--- config.mk ---
export PLATFORM = sky130hd
export DESIGN_NAME = cs_timing_ctrl
export DESIGN_NICKNAME = d
export VERILOG_FILES = /design/src/rtl/cs_timing_ctrl.sv
export SDC_FILE = /design/constraint.sdc
export NUM_CORES = 1
export LEC_CHECK = 0
export ABC_AREA = 1
export BUFFER_PORTS_ARGS = -buffer_cell sky130_fd_sc_hd__buf_4
export CAP_MARGIN = 20
export CELL_PAD_IN_SITES_DETAIL_PLACEMENT = 1
export CELL_PAD_IN_SITES_GLOBAL_PLACEMENT = 1
export CORE_UTILIZATION = 31
export CTS_CLUSTER_SIZE = 24
export DETAILED_ROUTE_END_ITERATION = 16
export PLACE_DENSITY_LB_ADDON = 0.3
export SYNTH_ARGS = -nofsm -noshare
export SYNTH_HDL_FRONTEND = slang
export SYNTH_SLANG_ARGS = --single-unit
--- constraint.sdc ---
create_clock -name clk -period 2.3 [get_ports clk]
set_input_delay 0.23 -clock clk [delete_from_list [all_inputs] [get_ports clk]]
set_output_delay 0.23 -clock clk [all_outputs]
set_load 0.03 [all_outputs]
--- src/rtl/cs_timing_ctrl.sv ---
module cs_timing_ctrl #(
  parameter int ADDR_W = 32,
  parameter int MASK_W = 17,
  parameter int CNT_W  = 7
) (
  input  logic              clk,
  input  logic              rst_n,
  input  logic              req,
  input  logic              req_write,
  input  logic [ADDR_W-1:0] req_addr,
  input  logic [MASK_W-1:0] base_addr,
  input  logic [MASK_W+11:0] opt,
  input  logic              ext_ack,
  output logic              cs_n,
  output logic              we_n,
  output logic              buf_n,
  output logic              done,
  output logic              busy
);
  localparam int SU = MASK_W;
  localparam int WS = MASK_W + 2;
  localparam int NE = MASK_W + 6;
  localparam int ET = MASK_W + 7;
  localparam int RH = MASK_W + 8;
  localparam int BO = MASK_W + 10;
  localparam int RX = MASK_W + 11;
  localparam int OPT_W = MASK_W + 12;

  typedef enum logic [1:0] {IDLE, SETUP, ACT, HOLD} st_t;

  st_t              st;
  logic [CNT_W-1:0] cnt;
  logic [OPT_W-1:0] opt_q;
  logic             wr_q;

  function automatic logic [CNT_W-1:0] su_len(input logic [OPT_W-1:0] o);
    logic [CNT_W-1:0] b;
    case (o[SU +: 2])
      2'b10:   b = CNT_W'(1);
      2'b11:   b = CNT_W'(2);
      default: b = '0;
    endcase
    return b << o[RX];
  endfunction

  function automatic logic [CNT_W-1:0] act_len(input logic [OPT_W-1:0] o);
    return ((CNT_W'(o[WS +: 4]) << o[RX]) + CNT_W'(1)) << 2;
  endfunction

  function automatic logic [CNT_W-1:0] hold_len(input logic [OPT_W-1:0] o, input logic wr);
    logic [CNT_W-1:0] h;
    case (o[RH +: 2])
      2'b01:   h = CNT_W'(4);
      2'b10:   h = CNT_W'(16);
      2'b11:   h = CNT_W'(32);
      default: h = '0;
    endcase
    if (wr) h = '0;
    return h + (o[RX] ? CNT_W'(4) : CNT_W'(0));
  endfunction

  wire hit   = (((req_addr[ADDR_W-1 -: MASK_W] ^ base_addr) & opt[MASK_W-1:0]) == '0);
  wire start = (st == IDLE) && req && hit;
  wire term  = (st == ACT) && (ext_ack || (!opt_q[ET] && cnt == '0));
  wire cs_on = (st == ACT) && !(opt_q[NE] && !opt_q[ET] && cnt == '0);

  logic [CNT_W-1:0] su_s, hl_s;
  assign su_s = su_len(opt);
  assign hl_s = hold_len(opt_q, wr_q);

  always_ff @(posedge clk or negedge rst_n) begin
    if (!rst_n) begin
      st    <= IDLE;
      cnt   <= '0;
      opt_q <= '0;
      wr_q  <= 1'b0;
    end else begin
      case (st)
        IDLE: if (start) begin
          opt_q <= opt;
          wr_q  <= req_write;
          if (su_s == '0) begin
            st  <= ACT;
            cnt <= act_len(opt) - CNT_W'(1);
          end else begin
            st  <= SETUP;
            cnt <= su_s - CNT_W'(1);
          end
        end
        SETUP: if (cnt == '0) begin
          st  <= ACT;
          cnt <= act_len(opt_q) - CNT_W'(1);
        end else cnt <= cnt - CNT_W'(1);
        ACT: if (term) begin
          if (hl_s == '0) st <= IDLE;
          else begin
            st  <= HOLD;
            cnt <= hl_s - CNT_W'(1);
          end
        end else if (cnt != '0) cnt <= cnt - CNT_W'(1);
        HOLD: if (cnt == '0) st <= IDLE;
          else cnt <= cnt - CNT_W'(1);
        default: st <= IDLE;
      endcase
    end
  end

  assign cs_n  = !cs_on;
  assign we_n  = !(cs_on && wr_q);
  assign buf_n = !((st == ACT) && !opt_q[BO]);
  assign done  = term;
  assign busy  = (st != IDLE);
endmodule


# [After elaboration in Yosys (flattened, before gate mapping)]
# Cells that the tools add are included.
[totals] reg_bits=39 input_bits=83 output_inout_bits=5 wordCells=77
[classes] addsub=8 n_eq_ne=15 n_shift=3 n_mux=19 bitwise=2 reduce_logical=26
[ops] cell="two-way mux 7 bit" count=8
[ops] cell="subtractor 7 x 1 -> 7 bit (second input constant)" count=5
[ops] cell="one-hot mux 7 bit (4 select lines)" count=1
[ops] cell="logical NOT 7 bit" count=3
[ops] cell="one-hot mux 6 bit (3 select lines)" count=1
[ops] cell="AND 17 bit" count=1
[ops] cell="logical NOT 17 bit" count=1
[ops] cell="bitwise XOR 17 bit" count=1
[ops] cell="== test 2 bit (second input constant)" count=6
[ops] cell="two-way mux 2 bit" count=6
[ops] cell="adder 5 x 1 -> 5 bit (second input constant)" count=2
[ops] cell="!= test 2 bit (second input constant)" count=5
[ops] cell="<< shifter 4 x 1 -> 5 bit" count=2
[ops] cell="logical AND 1 bit" count=9
[ops] cell="one-hot mux 2 bit (4 select lines)" count=1
[ops] cell="AND reduction 4 bit" count=2
[ops] cell="adder 7 x 3 -> 7 bit" count=1
[ops] cell="nonzero test 7 bit" count=1
[ops] cell="<< shifter 7 x 1 -> 7 bit" count=1
[ops] cell="logical NOT 1 bit" count=6
[ops] cell="== test 2 x 1 -> 1 bit (second input constant)" count=2
[ops] cell="one-hot mux 2 bit (2 select lines)" count=1
[ops] cell="two-way mux 3 bit" count=1
[ops] cell="!= test 3 x 2 -> 1 bit (second input constant)" count=1
[ops] cell="other kinds (5)" count=5

# [Logic depth before layout (Yosys ltp)]
# Gate-level depths: netlist (run 1).
[logic_depth] depth_word=8 ltp_mapped=14 ltp_nobuf=14

# [Least setup slack after synthesis (run 1)]
# OpenSTA, ideal clock, no wires.
[synth_timing] kind="register to output" start="reg cnt[0]" end="out we_n" t_arrival_ns=1.989 required_ns=2.070 setup_slack_ns=0.081 stages_incl_launch_ff=8 n_path_buf=0 path_cell_list="dfrtp_1 inv_1 ha_1 inv_1 nor2_1 nand4_2 o21ai_0 or2_2"
[synth_via] elab_chain_cells=6
[synth_rtl] element="start: declaration" line_no="32" rtl="logic [CNT_W-1:0] cnt;"
[synth_rtl] element="start signal: assignment" line_no="84" rtl="cnt <= act_len(opt) - CNT_W'(1);"
[synth_rtl] element="start signal: assignment" line_no="87" rtl="cnt <= su_s - CNT_W'(1);"
[synth_rtl] element="start signal: assignment" line_no="92" rtl="cnt <= act_len(opt_q) - CNT_W'(1);"
[synth_rtl] element="logical NOT 7 bit" line_no="65" rtl="wire cs_on = (st == ACT) && !(opt_q[NE] && !opt_q[ET] && cnt == '0);"
[synth_rtl] element="logical AND 1 bit" line_no="65"
[synth_rtl] element="logical NOT 1 bit" line_no="65"
[synth_rtl] element="logical AND 1 bit" line_no="65"
[synth_rtl] element="logical AND 1 bit" line_no="109" rtl="assign we_n = !(cs_on && wr_q);"
[synth_rtl] element="logical NOT 1 bit" line_no="109"
[synth_rtl] element="end: declaration" line_no="15" rtl="output logic we_n,"
# Every way passes these cells.

# [Final worst setup path (run 1)]
[layout_timing] start="reg cnt[0]" end="out done"
[layout_via] elab_chain_cells=4
[layout_rtl] element="logical NOT 7 bit" line_no="64" rtl="wire term = (st == ACT) && (ext_ack || (!opt_q[ET] && cnt == '0));"
[layout_rtl] element="logical AND 1 bit" line_no="64"
[layout_rtl] element="logical OR 1 bit" line_no="64"
[layout_rtl] element="logical AND 1 bit" line_no="64"
[layout_rtl] element="end: declaration" line_no="17" rtl="output logic done,"
# Every way passes these cells.

==> qor.yml, run 1 <==
drc_errors: 0
start_util_pct: 32.7
core_sq_um: 6030
worstSetupPathType: "reg2out"
slew_headroom_pct: 79.2
synth_top_family_by_area: "simple AND/OR/NAND/NOR gates"
diodes: 0
r2r_end: "cnt[5]"
cts_setup_buffers: 0
dp_hpwl_mm: 5.30
whs_endpoint: "opt_q[26]"
cp.arrival_ps: 1870
numClockSinks: 20
min_delay_path_depth: 3
wirelength_mm: 6.15
slowest_delay_ps: 380
synth-compound-area-share_pct: 7.55
antenna_left: 0
place.gp.congestion: 0.819
startpoint: "cnt[0]"
dieHeight_um: 81.8
syn_to_final_growth_pct: 34.5
drv_cap: 0
muxShareOfSynthArea_pct: 0
avgSynthCellArea_sq_um: 6.03
h-tree-depth: 1
grt_overflow_total: 0
cp.required_ps: 2070
synth_seq_cells: 20
period_needed_ps: 2100
run_status: "complete, no violations"
reg2reg_from: "opt_q[26]"
drv_slew: 0
irDropWorstVdd_mv: 0.492
fin_skew_ps: 6.05
antenna_found_initial: 0
rsz0062_at_grt: "false"
synth-seq-area-share_pct: 25.4
min_from: "opt[26]"
reg2reg_slack_ps: 340
synth_cell_types: 34
ys_warn_count: 0
first_pass_iters: 4
grt_start_max_net_pins: 21
viasPerCell: 4.80
grt_pass1_vias: 2317
cts_tree: "built"
hold_viol_final: 0
cts_buffers: 3
wl_per_cell_um: 12.9
crit_slowest_cell: "dfrtp_1"
holdCritPathClass: "in2reg"
synth_simple_gate_area_share_pct: 48.8
dp.cells: 472
die_width_um: 81.8
fmax_mhz: 477
gr-usage-all-layers_pct: 20.2
netlist_area_sq_um: 1970
path_cells: "inv_1, ha_1, inv_1, nor2_2, nand4_2, nand2_1, nand2_2, inv_1, buf_4"
port_buffers: 72
drive_above_1_share_pct: 24.4
fin_nets: 493
synth_xor_area_share_pct: 2.22
worstPathMaxFanout: 5
clk_path_buf_depth: 2
fin_crit_sh_pct: 91.1
synth_fa_ha_area_share_pct: 4.44
grt_pass1_wl_mm: 10.4
finalNonFillerCells: 476
ios: 88
p_per_area_nw_per_um2: 762
clkLatencyLatePin_ps: 260
crit_path_end_kind: "output port"
die_area_sq_um: 6680
total_leakage_power_nw: 1.50
r2r_cells: 11
clockRootBuffer: "clkbuf_8"
setup_viol: 0
worst-slew-pin-transition_ps: 312
fillerInstances: 853
path_clk_slew_ps: 80
syn_inst: 327
drtIter0Drc: 75
fin_setup_tns_ps: 0
cp-start-kind: "register"
syn_nets: 417
vias: 2286
cp_common_cell: "inv_1"
rows: 28
-- metal layers --
metal,vias to the layer above,wire [um],GRT usage [%]
met4,0,105,7.02
li1,1178,-,-
met5,-,0,0
met3,8,324,3.44
met2,64,3090,36.9
met1,1036,2620,23.3
-- sequential cells by signal, summed over array words and instances (netlist names) --
name	flops
opt_q	10
cnt	7
st	2
wr_q	1
-- area by class of cell --
class	count	area (sq um)	area share [%]
Clock buffer	3	41.3	1.56
Inverter	58	220	8.31
Multi-Input combinational cell	247	1240	47.0
Sequential cell	20	500	18.9
Tap cell	75	93.8	3.54
Timing Repair Buffer	73	551	20.8
-- stage by stage --
step	instance area, sq um	utilization (%)	setup slack, ps	hold WS [ps]	power, mW
floorplan	1970	-	80.8	-65.6	1.39
global placement	2600	43.1	381	128	1.76
detailed placement	2600	43.1	311	131	1.79
CTS	2650	44.0	142	212	2.04
global route	2650	44.0	48.0	221	2.23
finish	2650	44.0	205	214	2.02
-- placed cells by master (no fill, tap or decap), types with 3 or more instances in the layout --
cell,count
a21oi_1,11
buf_4,72
clkbuf_8,3
dfrtp_1,20
ha_1,7
inv_1,54
inv_2,3
nand2_1,102
nand3_1,35
nand4_1,10
nor2_1,33
nor2_2,4
nor3_1,3
o21ai_0,11
or2_2,6
xor2_1,3
-- where the power goes --
part | leakage, nW | internal [mW] | switching [mW]
clock | 0.0216 | 0.117 | 0.120
combinational | 1.25 | 0.470 | 0.804
sequential | 0.230 | 0.430 | 0.0802
total | 1.50 | 1.02 | 1.00
-- synthesized netlist by cell type, drive strengths merged --
cell / n / share of area (%)
nor3b: 1 / 0.38
nand3: 37 / 10
o211ai: 2 / 0.76
ha: 7 / 4.4
inv: 58 / 11
buf: 1 / 0.25
xnor2: 2 / 0.89
or3: 1 / 0.32
xor2: 3 / 1.3
a22oi: 1 / 0.38
or2: 9 / 2.9
nor3: 4 / 1.3
a31oi: 1 / 0.32
a21oi: 11 / 2.8
clkbuf: 1 / 0.19
nand4: 11 / 3.8
nand2: 106 / 22
dfrtp: 20 / 25
o21ai: 13 / 3.3
nor2: 38 / 8.0
-- worst max-delay path: cells and delay by family (launching register included) --
family | cells | cell delay, ps
and+or+nand+nor | 4 | 580
buffers and inverters | 4 | 470
DFF | 1 | 380
adders and majority gates | 1 | 170
-- how the worst max path moves through the flow --
stage	slack, ps	to	depth (start not counted)
2_1_floorplan	80	we_n	7
3_3_place_gp	380	cnt[3]	13
3_5_place_dp	310	cnt[5]	11
4_1_cts	140	done	9
5_1_grt	50	we_n	8
6_report	200	done	9
-- repair_timing --
item / in CTS / in global routing
setup endpoints to repair: 0 / 2
hold buffers: 1 / 0
endpoints found under the hold margin: 20 / 0
gates resized for setup: 0 / 1
-- logic make-up (layout without fill, tap and decap cells) --
| kind of cell | count (synthesis) | after routing |
|---|---|---|
| adder cells (fa/ha/maj) | 7 | 7 |
| buffers and inverters | 60 | 134 |
| AND/OR/NAND/NOR | 207 | 207 |
| AO/OA/AOI/OAI | 28 | 28 |
| flip-flops | 20 | 20 |
| XOR/XNOR | 5 | 5 |
Note: power is estimated with default switching activity, not from simulation.
==> run 2, diff against run 1 <==
- CORE_UTILIZATION: 31 -> 32
- CTS_BUF_LIST: default -> sky130_fd_sc_hd__clkbuf_8
- RECOVER_POWER: default -> 100
==> run 2 against run 1 <==
  * Global-route usage fell by 0.12 points
  * Clock skew barely moved
  * Power fell by 1.3%
  * Clock power rose by 2%
  * Clock-buffer cell count did not move
  * Setup slack got worse by 48 ps
  * Combinational power barely moved
  * Maximum frequency fell by 2.2%
  * Sequential power barely moved
  * Largest cell class unchanged
==> qor.yml, run 2 (synthesis gave the netlist of run 1 again) <==
grt_start_max_net_pins: 21  # unchanged
setup_ws_ps: 157  # -47.6 ps
gr-usage-all-layers_pct: 20.0  # -0.12 points
grt_overflow_total: 0  # unchanged
fin_crit_sh_pct: 93.2  # +2.1 points
dieHeight_um: 80.5  # -1.5%
dp.cells: 472  # unchanged
cp_common_cell: "inv_1"
fin_hold_ws_ps: 203  # -10.9 ps
holdCritPathClass: "in2reg"
antenna_found_initial: 0  # unchanged
worstSetupPathType: "reg2out"
largest_reg_flops: 10  # unchanged
top_register: "opt_q"
cp.required_ps: 2070  # about the same
cp-start-kind: "register"
drtIter0Drc: 70  # -6.7%
fillerInstances: 824  # -3.4%
drive_above_1_share_pct: 23.2  # -1.2 points
period_needed_ps: 2140  # +47.6 ps
grt_pass1_wl_mm: 10.3  # -1.6%
grt_pass1_vias: 2384  # +2.9%
port_buffers: 72  # unchanged
fin_nets: 493  # unchanged
irDropWorstVdd_mv: 0.411  # -16%
viasPerCell: 4.87  # +1.4%
clk_path_buf_depth: 2  # unchanged
clockRootBuffer: "clkbuf_8"
cp.arrival_ps: 1910  # +40 ps
clkLatencyLatePin_ps: 260  # about the same
reg_top3: "opt_q (10), cnt (7), st (2)"
first_pass_iters: 4  # unchanged
worstPathMaxFanout: 5  # unchanged
finalNonFillerCells: 476  # unchanged
drv_slew: 0  # unchanged
ios: 88  # unchanged
h-tree-depth: 1  # unchanged
path_cells: "inv_1, ha_1, inv_1, nor2_2, nand4_2, nand2_1, nand2_2, inv_1, buf_4"
place.gp.congestion: 0.849  # +3.7%
setup_viol: 0  # unchanged
die_area_sq_um: 6480  # -3.0%
drv_cap: 0  # unchanged
path_clk_slew_ps: 80  # about the same
dp_hpwl_mm: 5.21  # -1.6%
p_per_area_nw_per_um2: 758  # -0.53%
cts_tree: "built"
crit_path_end_kind: "output port"
antenna_left: 0  # unchanged
crit_slowest_cell: "dfrtp_1"
slowest_delay_ps: 380  # about the same
fmax_mhz: 467  # -2.2%
dp_slack_ps: 319  # +8.17 ps
fin_skew_ps: 6.41  # +0.363 ps
fin_setup_tns_ps: 0  # unchanged
cts_setup_buffers: 0  # unchanged
die_width_um: 80.5  # -1.5%
drc_errors: 0  # unchanged
syn_to_final_growth_pct: 33.4
numClockSinks: 20  # unchanged
rsz0062_at_grt: "false"
wl_per_cell_um: 12.6  # -2.0%
start_util_pct: 33.3  # +0.58 points
rows: 28  # unchanged
worst-path-buf-inv: 4  # unchanged
p_total_mw: 1.99  # -1.3%
total_leakage_power_nw: 1.50  # -0.27%
hold_viol_final: 0  # unchanged
vias: 2319  # +1.4%
cts_buffers: 3  # unchanged
mostFrequentLayoutCell: "nand2_1"
diodes: 0  # unchanged
core_sq_um: 5920  # -1.7%
cp_top_family: "simple AND/OR/NAND/NOR gates"
slew_headroom_pct: 22.6  # -57 points
layout.cells.most_common_list: "103 x nand2_1, 69 x buf_4, 55 x inv_1"
worst-slew-pin-transition_ps: 1160  # +848 ps
run_status: "complete, no violations"
wirelength_mm: 6.02  # -2.0%
run 2: cell count changes in the layout (fill, tap and decap cells not counted), sizes merged:
cell | before | now
clkbuf | 3 | 6
buf | 72 | 69
run 2: final cells by class:
cell class | count | area (sq um) | area share, %
Tap cell | 75 | 93.8 | 3.57
Timing Repair Buffer | 73 | 544 | 20.7
Multi-Input combinational cell | 247 | 1230 | 46.9
Inverter | 58 | 218 | 8.28
Clock buffer | 3 | 41.3 | 1.57
Sequential cell | 20 | 500 | 19.0
run 2: through the flow:
step	utilization (%)	area, sq um
3_3_place_gp	43.9	2600
2_1_floorplan	-	1970
3_5_place_dp	43.9	2600
6_report	44.4	2630
4_1_cts	44.7	2650
5_1_grt	44.4	2630
run 2: path summary, 6_finish.rpt:
check | startpoint | endpoint | slack (ps) | cells past startpoint
worst min register to register | opt_q[27] | opt_q[27] | 480 | 2
max in group asynchronous | rst_n | opt_q[28] | 900 | 2
worst max-delay path | cnt[0] | done | 160 | 9
worst max register to register | st[1] | cnt[5] | 260 | 13
worst min-delay path | opt[27] | opt_q[27] | 200 | 3
min in group asynchronous | rst_n | st[0] | 710 | 2
run 2: layer usage:
metal | GRT usage, % | routed length, um | up-vias
met4 | 6.61 | 115 | 0
met2 | 36.8 | 2960 | 66
li1 | - | - | 1177
met5 | 0 | 0 | -
met1 | 23.4 | 2630 | 1066
met3 | 3.07 | 317 | 10
run 2: worst register-to-register path: stages, from the launching register on:
cell	delay (ps)
dfrtp_1	460
inv_1	100
nand2_1	240
nor2_4	170
nand2_1	60
inv_1	50
nand2_1	40
nor2_1	160
nand3_4	220
nand2_4	170
nand2_8	80
inv_2	100
nand2_1	70
nand2_1	50
run 2: where the power goes:
part / internal (mW) / switching (mW)
Sequential: 0.430 / 0.0806
Combinational: 0.453 / 0.790
Clock: 0.117 / 0.123
Total: 1.00 / 0.994
run 2: what timing repair did:
| action | in CTS | in global routing |
|---|---|---|
| hold endpoints to repair | 20 | 0 |
| setup endpoints to repair | 0 | 2 |
| gates resized for setup | 0 | 1 |
| hold buffers | 1 | 0 |
